File: config.mk
export PLATFORM = sky130hd
export DESIGN_NAME = irq_level_resolver
export DESIGN_NICKNAME = d
export VERILOG_FILES = /design/src/rtl/irq_resolver_pkg.sv /design/src/rtl/irq_pend_reg.sv /design/src/rtl/irq_level_scan.sv /design/src/rtl/irq_level_resolver.sv
export SDC_FILE = /design/constraint.sdc
export NUM_CORES = 1
export LEC_CHECK = 0
export ABC_CLOCK_PERIOD_IN_PS = 3800
export BUFFER_PORTS_ARGS = -buffer_cell sky130_fd_sc_hd__clkbuf_2
export CORE_ASPECT_RATIO = 0.6
export CORE_UTILIZATION = 35
export DETAILED_ROUTE_END_ITERATION = 8
export GPL_ROUTABILITY_DRIVEN = 0
export PLACE_DENSITY = 0.65
export SLEW_MARGIN = 25
export SYNTH_ARGS = -nofsm -noshare
export SYNTH_HDL_FRONTEND = slang
export SYNTH_SLANG_ARGS = --single-unit
File: constraint.sdc
create_clock -name clk -period 3.8 [get_ports clk]
set_clock_uncertainty 0.2 [all_clocks]
set_input_delay 0.19 -clock clk [delete_from_list [all_inputs] [get_ports clk]]
set_output_delay 0.19 -clock clk [all_outputs]
set_load 0.05 [all_outputs]
File: src/rtl/irq_resolver_pkg.sv
package irq_resolver_pkg;
  localparam int LVL_W = 3;
  typedef logic [LVL_W-1:0] lvl_t;
endpackage

File: src/rtl/irq_pend_reg.sv
module irq_pend_reg #(
  parameter int NUM_LINES = 24,
  parameter int IDX_W     = 5,
  parameter int NUM_CMP   = 2,
  parameter logic [NUM_LINES-1:0]     EDGE_MASK = '0,
  parameter logic [NUM_CMP*IDX_W-1:0] CMP_LINE  = '0
) (
  input  logic                 clk,
  input  logic                 rst,
  input  logic                 ev_valid,
  input  logic [IDX_W-1:0]     ev_idx,
  input  logic                 ev_high,
  input  logic [NUM_CMP-1:0]   cmp_match,
  input  logic                 clr_we,
  input  logic [NUM_LINES-1:0] clr_mask,
  output logic [NUM_LINES-1:0] pend
);
  logic [NUM_LINES-1:0] cmp_set;
  logic [NUM_LINES-1:0] set_v;
  logic [NUM_LINES-1:0] drop_v;

  always_comb begin
    cmp_set = '0;
    for (int j = 0; j < NUM_CMP; j++) begin
      for (int i = 0; i < NUM_LINES; i++) begin
        if (cmp_match[j] && (CMP_LINE[j*IDX_W +: IDX_W] == IDX_W'(i)))
          cmp_set[i] = 1'b1;
      end
    end
  end

  for (genvar i = 0; i < NUM_LINES; i++) begin : g_bit
    logic hit;
    assign hit       = ev_valid && (ev_idx == IDX_W'(i));
    assign set_v[i]  = (hit && ev_high) || cmp_set[i];
    if (EDGE_MASK[i]) begin : g_edge
      assign drop_v[i] = clr_we && clr_mask[i];
    end else begin : g_level
      assign drop_v[i] = hit && !ev_high;
    end
    always_ff @(posedge clk) begin
      if (rst)            pend[i] <= 1'b0;
      else if (set_v[i])  pend[i] <= 1'b1;
      else if (drop_v[i]) pend[i] <= 1'b0;
    end
  end

  AST_RISE_SETS: assert property (@(posedge clk) disable iff (rst)
    (ev_valid && ev_high && (int'(ev_idx) < NUM_LINES)) |=> pend[$past(ev_idx)]);
  AST_LEVEL_FALL_CLEARS: assert property (@(posedge clk) disable iff (rst)
    (ev_valid && !ev_high && (int'(ev_idx) < NUM_LINES) && !EDGE_MASK[ev_idx]
     && (cmp_match == '0)) |=> !pend[$past(ev_idx)]);
  AST_EDGE_FALL_HOLDS: assert property (@(posedge clk) disable iff (rst)
    (ev_valid && !ev_high && (int'(ev_idx) < NUM_LINES) && EDGE_MASK[ev_idx]
     && pend[ev_idx] && !clr_we) |=> pend[$past(ev_idx)]);
  AST_OOR_IGNORED: assert property (@(posedge clk) disable iff (rst)
    (ev_valid && (int'(ev_idx) >= NUM_LINES) && (cmp_match == '0) && !clr_we)
    |=> $stable(pend));
  AST_CLR_EDGE_ONLY: assert property (@(posedge clk) disable iff (rst)
    (clr_we && !ev_valid && (cmp_match == '0))
    |=> (((pend & EDGE_MASK & $past(clr_mask)) == '0)
         && ((pend & ~EDGE_MASK) == $past(pend & ~EDGE_MASK))));
  AST_SET_BEATS_CLR: assert property (@(posedge clk) disable iff (rst)
    (clr_we && !ev_valid) |=> ((pend & $past(cmp_set)) == $past(cmp_set)));
endmodule

File: src/rtl/irq_level_scan.sv
module irq_level_scan
  import irq_resolver_pkg::*;
#(
  parameter int NUM_LINES  = 24,
  parameter int NUM_LEVELS = 7,
  parameter logic [NUM_LEVELS*NUM_LINES-1:0] LEVEL_MASKS = '0
) (
  input  logic [NUM_LINES-1:0] active,
  input  lvl_t                 floor_lvl,
  output lvl_t                 best_lvl
);
  logic [NUM_LEVELS:1] lvl_hit;

  for (genvar l = 1; l <= NUM_LEVELS; l++) begin : g_lvl
    assign lvl_hit[l] = (l > int'(floor_lvl))
                        && ((LEVEL_MASKS[(l-1)*NUM_LINES +: NUM_LINES] & active) != '0);
  end

  always_comb begin
    logic found;
    found    = 1'b0;
    best_lvl = '0;
    for (int l = NUM_LEVELS; l >= 1; l--) begin
      if (!found && lvl_hit[l]) begin
        best_lvl = lvl_t'(l);
        found    = 1'b1;
      end
    end
  end
endmodule

File: src/rtl/irq_level_resolver.sv
module irq_level_resolver
  import irq_resolver_pkg::*;
#(
  parameter int NUM_LINES  = 24,
  parameter int NUM_LEVELS = 7,
  parameter int IDX_W      = 5,
  parameter int NUM_CMP    = 2,
  parameter logic [NUM_LEVELS*NUM_LINES-1:0] LEVEL_MASKS =
    {24'hC00000, 24'h300000, 24'h0F0000, 24'h00F000,
     24'h000F00, 24'h0000F0, 24'h00000F},
  parameter logic [NUM_LINES-1:0]     EDGE_MASK = 24'hAAAAAA,
  parameter logic [NUM_CMP*IDX_W-1:0] CMP_LINE  = {5'd13, 5'd23}
) (
  input  logic                 clk,
  input  logic                 rst,
  input  logic                 ev_valid,
  input  logic [IDX_W-1:0]     ev_idx,
  input  logic                 ev_high,
  input  logic [NUM_CMP-1:0]   cmp_match,
  input  logic                 clr_we,
  input  logic [NUM_LINES-1:0] clr_mask,
  input  logic                 en_we,
  input  logic [NUM_LINES-1:0] en_wdata,
  input  logic [LVL_W-1:0]     cur_level,
  output logic [NUM_LINES-1:0] pend_bits,
  output logic [NUM_LINES-1:0] en_bits,
  output logic [LVL_W-1:0]     pend_level,
  output logic                 irq_req
);
  logic [NUM_LINES-1:0] en_q;
  logic                 req_q;

  irq_pend_reg #(
    .NUM_LINES(NUM_LINES), .IDX_W(IDX_W), .NUM_CMP(NUM_CMP),
    .EDGE_MASK(EDGE_MASK), .CMP_LINE(CMP_LINE)
  ) u_pend (
    .clk(clk), .rst(rst), .ev_valid(ev_valid), .ev_idx(ev_idx),
    .ev_high(ev_high), .cmp_match(cmp_match), .clr_we(clr_we),
    .clr_mask(clr_mask), .pend(pend_bits)
  );

  always_ff @(posedge clk) begin
    if (rst)        en_q <= '0;
    else if (en_we) en_q <= en_wdata;
  end
  assign en_bits = en_q;

  irq_level_scan #(
    .NUM_LINES(NUM_LINES), .NUM_LEVELS(NUM_LEVELS), .LEVEL_MASKS(LEVEL_MASKS)
  ) u_scan (
    .active(pend_bits & en_q), .floor_lvl(cur_level), .best_lvl(pend_level)
  );

  always_ff @(posedge clk) begin
    if (rst) req_q <= 1'b0;
    else     req_q <= (pend_level != '0);
  end
  assign irq_req = req_q;

  AST_LVL_ABOVE_CUR: assert property (@(posedge clk) disable iff (rst)
    (pend_level != '0) |-> (pend_level > cur_level));
  AST_IDLE_ZERO: assert property (@(posedge clk) disable iff (rst)
    ((pend_bits & en_q) == '0) |-> (pend_level == '0));
  AST_REQ_RISE: assert property (@(posedge clk) disable iff (rst)
    (pend_level != '0) |=> irq_req);
  AST_REQ_FALL: assert property (@(posedge clk) disable iff (rst)
    (pend_level == '0) |=> !irq_req);
  AST_EN_LOAD: assert property (@(posedge clk) disable iff (rst)
    en_we |=> (en_bits == $past(en_wdata)));
endmodule

Yosys cells after proc, flatten, opt, wreduce, memory -nomap -nowiden --
Cells that the tools add are included.
Storage, ports and cells: bits in latches 0, output and inout bits 52, memories 0, bits in registers 49, ROM bits 0, word-level logic and storage cells 247, RAM bits 0, bits of input ports 64
Cells by class: bitwise logic cells 1, eq/ne operators 23, shift operators 0, div/mod/pow operators 0, reduce and logical (&&, ||, !) cells 127, order comparisons 7, add/subtract/negate cells 0, muxes and demuxes 63, multipliers 0
Operators with widths (count):
- $reduce_bool 24->1 | 7
- $logic_and 1x1->1 | 85
- $mux 1 | 56
- $reduce_bool 2->1 | 24
- $eq 5x4->1 const B | 8
- $eq 5x5->1 const B | 8
- $and 24x24->24 | 1
- $mux 3 | 7
- $eq 5x3->1 const B | 4
- $gt 3x3->1 const A | 4
- $eq 5x2->1 const B | 2
- $logic_not 1->1 | 7
- $gt 2x3->1 const A | 2
- $eq 5x1->1 const B | 1
- $logic_not 5->1 | 1
- $gt 1x3->1 const A | 1
- $reduce_bool 3->1 | 1
- $logic_or 1x1->1 | 2

Logic depth before layout (Yosys ltp) --
Gate-level depths: netlist (run 1).
depth in word-level cells 23, depth in mapped cells 6, gate-level depth less buffers 5

Cells and area by module --
From an unflattened synthesis (run 1), not the netlist that was laid out.
Unflattened totals: cell total of the unflattened synthesis 245, area, all modules 2337.2 sq um
Modules (own cells, without submodules):
- irq_pend_reg | cells an instance 119, instances 1, sequential area each 480.5 sq um, area an instance 1106.1 sq um
- irq_level_resolver | cells an instance 105, instances 1, sequential area each 500.5 sq um, area an instance 1054.8 sq um
- irq_level_scan | cells an instance 21, instances 1, sequential area each 0.0 sq um, area an instance 176.4 sq um

Worst setup path after synthesis (run 1) --
Ideal clock, no wire load.
path kind reg2out, start register en_q[20], in the netlist en_bits[20], end output port pend_level[1], data required time 3.410 ns, arrival time 2.459 ns, buffers on the path 0, path slack 0.951 ns, cell stages (with the launch flop) 6, cells stage by stage dfxtp_1 a22oi_1 a21oi_1 nor4_2 inv_2 o21ai_0
Between the ends: longest elaborated chain between the ends 20
RTL lines:
- from (decl) | RTL line irq_level_resolver.sv:30 | logic [NUM_LINES-1:0] en_q;
- from (signal assigned) | RTL line irq_level_resolver.sv:44 | else if (en_we) en_q <= en_wdata;
- $and 24x24->24 (*) | RTL line irq_level_resolver.sv:51 | .active(pend_bits & en_q), .floor_lvl(cur_level), .best_lvl(pend_level)
- $reduce_bool 24->1 (*) | RTL line irq_level_scan.sv:16 | && ((LEVEL_MASKS[(l-1)*NUM_LINES +: NUM_LINES] & active) != '0);
- $logic_and 1x1->1 (*) | RTL line irq_level_scan.sv:16
- $logic_and 1x1->1 (*) | RTL line irq_level_scan.sv:24 | if (!found && lvl_hit[l]) begin
- $mux 1 | RTL line irq_level_scan.sv:24
- $logic_not 1->1 | RTL line irq_level_scan.sv:24
- $logic_and 1x1->1 | RTL line irq_level_scan.sv:24
- $mux 1 | RTL line irq_level_scan.sv:24
- [... 4 more ...]
- $logic_and 1x1->1 | RTL line irq_level_scan.sv:24
- $mux 1 | RTL line irq_level_scan.sv:24
- $logic_not 1->1 | RTL line irq_level_scan.sv:24
- $logic_and 1x1->1 | RTL line irq_level_scan.sv:24
- $mux 1 | RTL line irq_level_scan.sv:24
- $logic_not 1->1 | RTL line irq_level_scan.sv:24
- $logic_and 1x1->1 | RTL line irq_level_scan.sv:24
- $mux 3 (*) | RTL line irq_level_scan.sv:24
- to (decl) | RTL line irq_level_resolver.sv:27 | output logic [LVL_W-1:0] pend_level,
Mark *: on every way between the ends. The rest lies on a longest branch, timed or not.

Worst setup path in the final report (run 1) --
start register en_q[7], in the netlist en_bits[7], end output port pend_level[0]
Between the ends: longest elaborated chain between the ends 8
RTL lines (RTL line):
- $and 24x24->24 (*) | irq_level_resolver.sv:51
- $reduce_bool 24->1 (*) | irq_level_scan.sv:16
- $logic_and 1x1->1 (*) | irq_level_scan.sv:16
- $logic_and 1x1->1 (*) | irq_level_scan.sv:24
- $mux 1 | irq_level_scan.sv:24
- $logic_not 1->1 | irq_level_scan.sv:24
- $logic_and 1x1->1 | irq_level_scan.sv:24
- $mux 3 (*) | irq_level_scan.sv:24
Marks and branches as above.

==> reports/metrics.cfg, run 1 <==
[floorplan]
initial_core_util_pct=37.0
die_area_um2=6360
rows=21
die_w_um=102
die_h_um=62.2
boundaryPins=116
core-area_um2=5700

[grt]
grt_pass1_vias=1980
gr-max-usage-layer=met2
grt_util_met2_pct=30.5
grt_pass1_wl_mm=10.0
grt_max_degree=50
grtUsageMet3_pct=4.95
track_usage_pct=20.5
antenna_found_initial=0
grt.overflow.total=0
use_met1_pct=30.1

[worst_setup_path]
startpoint=en_bits[7]
criticalPathCategory=reg2out
crit_path_end_kind=output pin
r2r-start=en_bits[7]
crit_fanout=3
cp_data_required_time_ns=3.41
startpoint_type=flop
arrival_ns=2.08
regToRegSetupSlack_ns=2.03

[pwr]
internal-power_mw=0.743
sw_frac_of_total_pct=29.7
ir_drop_mv=0.161
power_density_nw_per_um2=341
pwr-share-clk_pct=27.6
p_leak_nw=1.41
seqPwrFrac_pct=51.7
power_mw=1.06
power_frac_comb_pct=20.7
switchingPower_mw=0.314

[routing]
viasPerCell=4.86
drt_wl_total_mm=6.40
num_vias=2195
wl_per_cell_um=14.2
remaining_drc_errors=0
drt_iter0_drc=75
ant_nets=0
dr.pass1.iters=5

[clocking]
clock_latency_ns=0.30
htree_levels=2
ctsLongestPathBuffers=2
clk_pin_slew_ns=0.08
clkSinkCount=49
cts_buffers=5
cts_tree=yes
post_cts_resized=0
cts_root_buffer=clkbuf_8

[sta]
tns_ns=0
final_max_slew_viol_count=0
finalCritPeriodShare_pct=64.9
setup_viol=0
grt_setup_unrepaired=no
worst_slew_pin_slew_ns=0.914
slew_headroom_pct=39.1
fin_crit_ns=2.47
hold_viol=0
fmaxAchievable_ghz=0.405

[job]
drv_cap=0

[synth]
synthAdderAreaFrac_pct=0
synth-compound-area-share_pct=14.3
synth_edf_count=0
ys.flop_type=dfxtp_1
synth_top_family_by_area=simple AND/OR/NAND/NOR gates
synth.yosys.seq_area_share_pct=46.4
synthXorXnorAreaFrac_pct=0
synthSimpleGateAreaFrac_pct=22.5
synth_mux_area_share_pct=13.3
syn_area_um2=2110
synth_fp_nets=304
synth.avg_cell_area_um2=8.80
yosys_warnings=0
ys_ff_latch=49
async_flop_share_pct=0
ys_types=32
synthCells=240

[layout]
final_common_cell=clkbuf_2
layout_common_cells=102 x clkbuf_2, 49 x dfxtp_1, 41 x nor2_1
drive_above_1_share_pct=31.7
num_antenna_cells=0
final_cells=452
area_delta_synth_final_pct=46.9
nets=435

[placement]
placed_cells=409
dp_hpwl_mm=4.49
io_buffers=103

[worst_hold_path]
hold_class=in2reg
hp-start=clr_mask[5]

[outcome]
status=complete, no violations

-- cells in the mapped netlist, types with 2 or more instances --
cell / n / area (um2)
a31oi_1: 3 / 18.8
inv_1: 2 / 7.51
clkbuf_1: 5 / 18.8
nor3_1: 3 / 15.0
nand3_1: 13 / 65.1
nand2_1: 32 / 120
buf_1: 2 / 7.51
a221oi_1: 2 / 17.5
a21oi_1: 15 / 75.1
buf_2: 7 / 35.0
a22oi_1: 19 / 143
nor2b_1: 2 / 12.5
dfxtp_1: 49 / 981
mux2i_1: 28 / 280
nor2_1: 41 / 154
-- state kept, by name, summed over array words and instances (netlist names) --
register,count
irq_req,1
en_bits,24
u_pend.pend,24
-- critical path: stages, from the launching register on --
cell and delay [ns]:
dfxtp_1 0.34, a22o_1 0.23, a221oi_1 0.52, a31oi_1 0.18, o221ai_1 0.20, clkbuf_2 0.31
-- power groups by stage --
stage	logic, mW	clock network, mW	registers, mW
after detailed placement	0.191	0	0.558
after floorplan	0.0650	0	0.620
after global placement	0.188	0	0.557
after CTS	0.220	0.302	0.546
after global routing	0.236	0.323	0.549
final	0.219	0.292	0.546
-- cell families after synthesis --
group / after synthesis
and+or+nand+nor: 101
DFF: 49
AOI/OAI and AO/OA: 45
muxes: 28
buffers and inverters: 17
-- routing by layer --
metal / up-vias / wire [um]
met5: - / 0
met4: 0 / 38
met3: 5 / 433
met2: 81 / 2720
met1: 1000 / 3210
li1: 1109 / -
-- cell type report --
type / count / area [um2]
inverters: 3 / 11.3
flip-flops and latches: 49 / 981
clock buffers: 8 / 80.1
multi-input cells: 174 / 1060
repair buffers: 138 / 866
well taps: 80 / 100
fillers: 553 / 2600
-- metrics by stage --
step	hold WS, ns	util (%)	cell area (um2)	worst slack (ns)
5_1_grt	0.0183	54.4	3100	1.23
4_1_cts	0.00647	54.4	3100	1.32
6_report	0.0205	54.4	3100	1.33
3_3_place_gp	0.222	46.8	2670	1.66
3_5_place_dp	0.234	46.9	2670	1.66
2_1_floorplan	0.137	-	2110	0.951
-- final timing paths --
check                          to  cells past startpoint
hold / removal     u_pend.pend[5]                      4
hold reg to reg   u_pend.pend[10]                      2
setup / recovery    pend_level[0]                      5
setup reg to reg          irq_req                      4
-- timing repair --
item,4_1_cts,5_1_grt
hold buffers,35,0
setup endpoints to repair,0,0
hold endpoints to repair,35,0
setup buffers,0,0
Power figures use the tool's default switching activity.
==> inputs of run 2 (changes only) <==
--- a/config.mk
+++ b/config.mk
@@ -5,7 +5,7 @@
 export SDC_FILE = /design/constraint.sdc
 export NUM_CORES = 1
 export LEC_CHECK = 0
-export ABC_CLOCK_PERIOD_IN_PS = 3800
+export ABC_CLOCK_PERIOD_IN_PS = 2430
 export BUFFER_PORTS_ARGS = -buffer_cell sky130_fd_sc_hd__clkbuf_2
 export CORE_ASPECT_RATIO = 0.6
 export CORE_UTILIZATION = 35
==> constraint.sdc (replaced) <==
create_clock -name clk -period 2.43 [get_ports clk]
set_clock_uncertainty 0.2 [all_clocks]
set_input_delay 0.1215 -clock clk [delete_from_list [all_inputs] [get_ports clk]]
set_output_delay 0.1215 -clock clk [all_outputs]
set_load 0.05 [all_outputs]
==> run 2 against run 1 <==
  * Flip-flop and latch count stayed put
  * Final cell count is 1.8% higher
  * Clock power is 51% higher
  * Utilization is 1.5 points higher
  * Combinational power is 62% higher
  * Power is 56% higher
  * Clock-buffer cell count is 3 lower
  * Critical path type unchanged
  * Largest cell class unchanged
  * Largest power group unchanged
==> reports/metrics.cfg, run 2 (synthesized netlist as in run 1, its figures left out) <==
[job]
drv_cap=0

[clocking]
cts_buffers=5
ctsLongestPathBuffers=2
clkSinkCount=49
cts_hold_buf=41
post_cts_resized=0
htree_levels=2
clk_pin_slew_ns=0.09
post_cts.repair.setup_buffers=0
clock_latency_ns=0.30
cts_root_buffer=clkbuf_8
cts_tree=yes

[pwr]
seqPwrFrac_pct=51.8
p_leak_nw=1.46
power_density_nw_per_um2=517
sw_frac_of_total_pct=29.8
pwr-share-clk_pct=26.8
internal-power_mw=1.16
ir_drop_mv=0.269
switchingPower_mw=0.491
power_frac_comb_pct=21.5

[grt]
grt_pass1_wl_mm=9.98
track_usage_pct=20.4
antenna_found_initial=0
grt_max_degree=50
grt_pass1_vias=1967
grt.overflow.total=0

[sta]
fin_crit_ns=2.33
final_max_slew_viol_count=0
grt_setup_unrepaired=no
tns_ns=0
slew_headroom_pct=39.5
setup_viol=0
worst_slew_pin_slew_ns=0.908
finalCritPeriodShare_pct=96.0
hold_viol=0
fmaxAchievable_ghz=0.429

[layout]
design_area_um2=3190
num_antenna_cells=0
regArea_um2=981
nets=445
area_delta_synth_final_pct=50.9
multi_input_area_um2=1060
fillers=565
layout_common_cells=102 x clkbuf_2, 49 x dfxtp_1, 41 x nor2_1, 41 x dlygate4sd3_1, 32 x nand2_1
final_common_cell=clkbuf_2
drive_above_1_share_pct=32.4

[floorplan]
initial_core_util_pct=37.0
core-area_um2=5700
die_w_um=102
rows=21
boundaryPins=116
die_area_um2=6360
die_h_um=62.2

[routing]
num_vias=2212
dr.pass1.iters=4
wl_per_cell_um=13.8
drt_iter0_drc=110
drt_wl_total_mm=6.35
viasPerCell=4.81
ant_nets=0
remaining_drc_errors=0

[worst_hold_path]
hold_class=in2reg
holdPathStages=4

[worst_setup_path]
criticalPathCategory=reg2out
cp_data_required_time_ns=2.11
arrival_ns=2.01
reg2reg_depth=4
crit_fanout=3
crit_path_end_kind=output pin
startpoint_type=flop

[outcome]
status=complete, no violations

[placement]
placed_area_um2=2700
io_buffers=103
dp_hpwl_mm=4.52

[run 2: changes by cell type in the layout (fill, tap and decap cells not counted), sizes merged]
| cell | change |
|---|---|
| clkinv | +1 |
| buf | +4 |
| dlygate4sd3 | +6 |
| clkbuf | -3 |
[run 2: area by class of cell]
type	count	share of cell area, %
Clock buffer	5	2.16
Sequential cell	49	30.8
Clock inverter	1	0.157
Timing Repair Buffer	148	30.0
Inverter	3	0.353
Multi-Input combinational cell	174	33.4
Tap cell	80	3.14
[run 2: final timing paths]
kind | start | end | slack [ns]
worst max-delay path | en_bits[7] | pend_level[0] | 0.1
worst min-delay path | cur_level[0] | irq_req | 0.002
worst max register to register | u_pend.pend[13] | u_pend.pend[13] | 0.47
worst min register to register | u_pend.pend[8] | u_pend.pend[8] | 0.29
[run 2: layer usage]
layer	share of wire, %	global-route usage [%]	wire length, um
met5	0	0	0
met4	0.54	4.29	34
met1	52	30.2	3300
met2	41	29.9	2630
met3	6.1	4.62	390
[run 2: through the flow]
step | instances | worst slack [ns] | power (mW) | hold slack (ns) | utilization, %
after detailed placement | 413 | 0.452 | 1.17 | 0.164 | 47.4
after floorplan | 240 | 0.0111 | 1.07 | 0.0687 | -
final | 460 | 0.0971 | 1.65 | 0.00190 | 55.9
after global placement | 413 | 0.466 | 1.17 | 0.154 | 47.4
after CTS | 460 | 0.121 | 1.66 | 0.00164 | 55.9
after global routing | 460 | 0.0318 | 1.73 | 0.0272 | 55.9
[run 2: power by group through the flow]
stage	combinational [mW]	clock (mW)	sequential, mW
2_1_floorplan	0.102	0	0.969
3_3_place_gp	0.297	0	0.871
3_5_place_dp	0.301	0	0.872
4_1_cts	0.355	0.456	0.853
5_1_grt	0.380	0.497	0.857
6_report	0.354	0.441	0.853
[run 2: critical path: stages (launching register included)]
cell	delay, ns
dfxtp_1	0.34
a22o_1	0.22
a221oi_1	0.42
buf_4	0.21
a31oi_1	0.09
o221ai_2	0.14
clkbuf_2	0.30
==> inputs of run 3 (changes only) <==
--- a/config.mk
+++ b/config.mk
@@ -6,13 +6,14 @@
 export NUM_CORES = 1
 export LEC_CHECK = 0
 export ABC_CLOCK_PERIOD_IN_PS = 2430
-export BUFFER_PORTS_ARGS = -buffer_cell sky130_fd_sc_hd__clkbuf_2
+export BUFFER_PORTS_ARGS = -buffer_cell sky130_fd_sc_hd__buf_2
 export CORE_ASPECT_RATIO = 0.6
-export CORE_UTILIZATION = 35
+export CORE_UTILIZATION = 46
 export DETAILED_ROUTE_END_ITERATION = 8
 export GPL_ROUTABILITY_DRIVEN = 0
-export PLACE_DENSITY = 0.65
+export PLACE_DENSITY = 0.8
 export SLEW_MARGIN = 25
 export SYNTH_ARGS = -nofsm -noshare
 export SYNTH_HDL_FRONTEND = slang
+export SYNTH_HIERARCHICAL = 1
 export SYNTH_SLANG_ARGS = --single-unit
==> run 3 against run 2 <==
  * Area after synthesis grew 11%
  * Clock power grew 17%
  * Critical path depth is the same
  * Via count grew 2.7%
  * Critical endpoint is now pend_level[1]
  * Largest power group unchanged
==> reports/metrics.cfg, run 3 <==
[outcome]
status=complete, no violations

[grt]
gr-max-usage-layer=met2
grt_pass1_vias=2239
antenna_found_initial=0
grt.overflow.total=0
grtUsageMet3_pct=5.87
grt_max_degree=42
grt_pass1_wl_mm=10.3
grt_util_met2_pct=43.1
use_met1_pct=32.9
track_usage_pct=25.2

[sta]
fin_crit_ns=2.31
fmaxAchievable_ghz=0.433
grt_setup_unrepaired=no
tns_ns=0
slew_headroom_pct=49.1
worst_slew_pin_slew_ns=0.764
finalWorstSetupSlack_ns=0.123
final_max_slew_viol_count=0
setup_viol=0
finalCritPeriodShare_pct=94.9
hold_slack_ns=0.00933
hold_viol=0

[routing]
num_vias=2271
remaining_drc_errors=0
wl_per_cell_um=14.5
drt_iter0_drc=89
drt_wl_total_mm=6.60
viasPerCell=5.00
ant_nets=0
dr.pass1.iters=4

[pwr]
ir_drop_mv=0.309
p_leak_nw=1.73
power_mw=1.74
power_density_nw_per_um2=508

[synth]
ys_types=40
yosysMostFrequentCell=dfxtp_1
ys.flop_type=dfxtp_1
synth.top_cells.by_area=dfxtp_1 42%, mux2i_1 15%, and2_1 6.7%
synth.yosys.seq_area_share_pct=42.0
yosys.area.top_type=dfxtp_1
async_flop_share_pct=0
syn_area_um2=2340
ys_ff_latch=49
synthCells=245
synth_commonest_cells=49 x dfxtp_1, 39 x nor2_1, 36 x mux2i_1
synth.avg_cell_area_um2=9.54
yosys_warnings=6
synth_top_area_share_pct=42.0
synth_edf_count=0
synth_fp_nets=309

[worst_setup_path]
reg2reg_depth=6
arrival_ns=1.99
r2r-start=u_pend/pend[9]
cpLargestDelayFamily=simple AND/OR/NAND/NOR gates
path_cells=and2_1, nor4_4, nand2b_1, a21oi_2, a311o_1, buf_2
startpoint_type=flop
regToRegSetupSlack_ns=0.42
crit_slowest_cell=nor4_4
crit_buf_inv=1
slowest_delay_ns=0.39
criticalPathCategory=reg2out
crit_path_end_kind=output pin
crit_fanout=3
startpoint=u_pend/pend[13]
r2r-end=irq_req
cp_data_required_time_ns=2.11

[clocking]
htree_levels=2
cts_tree=yes
ctsLongestPathBuffers=2
cts_buffers=5
clkSinkCount=49
clock_latency_ns=0.29
clk_pin_slew_ns=0.09
cts_root_buffer=clkbuf_8

[layout]
drive_above_1_share_pct=32.0
area_delta_synth_final_pct=46.4
final_common_cell=buf_2
num_antenna_cells=0
design_area_um2=3420
fin_util_pct=72.3
final_cells=454
fillers=375
nets=454
layout_common_cells=103 x buf_2, 49 x dfxtp_1, 47 x dlygate4sd3_1

[floorplan]
boundaryPins=116
die_w_um=94.0
initial_core_util_pct=49.4
rows=19
core-area_um2=4730
die_h_um=57.2
die_area_um2=5380

[job]
drv_cap=0

[placement]
dp_hpwl_mm=4.43
placed_area_um2=2840
placed_cells=399
post-place-ws_ns=0.346
io_buffers=103

[worst_hold_path]
hold_class=in2reg
hp-start=clr_mask[13]
holdPathEnd=u_pend/pend[13]
holdPathStages=4

==> run 3: changes by cell type after synthesis, moves of 3 or more <==
cell and change:
a21oi_1 -10, nand2b_1 +13, a22oi_1 -14, a32oi_1 +3, mux2i_1 +8, nand3_1 -12
nand2_1 -10, and2_1 +25
==> run 3: per-layer routing <==
layer | wire length, um | vias to the layer above
li1 | - | 1132
met1 | 3120 | 1045
met2 | 3020 | 87
met3 | 407 | 7
met4 | 46 | 0
met5 | 0 | -
==> run 3: power breakdown <==
group / internal [mW] / switching (mW)
combinational: 0.148 / 0.224
sequential: 0.832 / 0.0200
clock: 0.258 / 0.257
total: 1.24 / 0.501
==> run 3: how the worst max path moves through the flow <==
stage	end	slack, ns	depth (start not counted)
final	pend_level[1]	0.12	6
after global routing	pend_level[0]	0.02	5
after CTS	pend_level[1]	0.01	6
after detailed placement	pend_level[1]	0.35	6
after global placement	pend_level[1]	0.44	6
after floorplan	irq_req	0.01	6
==> run 3: area by class of cell <==
cell class,instances,area (um2),share of cell area (%)
Multi-Input combinational cell,183,1270,37.0
Timing Repair Buffer,151,993,29.0
Clock inverter,1,5.00,0.146
Tap cell,63,78.8,2.30
Clock buffer,7,96.3,2.82
Sequential cell,49,981,28.7
==> run 3: cells by family (layout without fill, tap and decap cells) <==
| family | Yosys count | after routing | synth area share [%] |
|---|---|---|---|
| and+or+nand+nor | 122 | 122 | 30.1 |
| DFF | 49 | 49 | 42.0 |
| muxes | 36 | 36 | 15.4 |
| AOI/OAI and AO/OA | 25 | 25 | 8.08 |
| buffers and inverters | 13 | 159 | 4.39 |
==> run 3: what timing repair did <==
action                     in CTS  in global routing
hold buffers                   47                  0
gates resized for setup         0                  1
hold endpoints to repair       39                  0
setup endpoints to repair       0                  2
buffers inserted                0                  0
==> run 3: worst reg2reg max path: stages, from the launching register on <==
cell	delay, ns
dfxtp_1	0.33
and2_1	0.18
nor4_4	0.43
a21oi_2	0.10
a311o_1	0.39
nor3_1	0.21
nor2_1	0.06
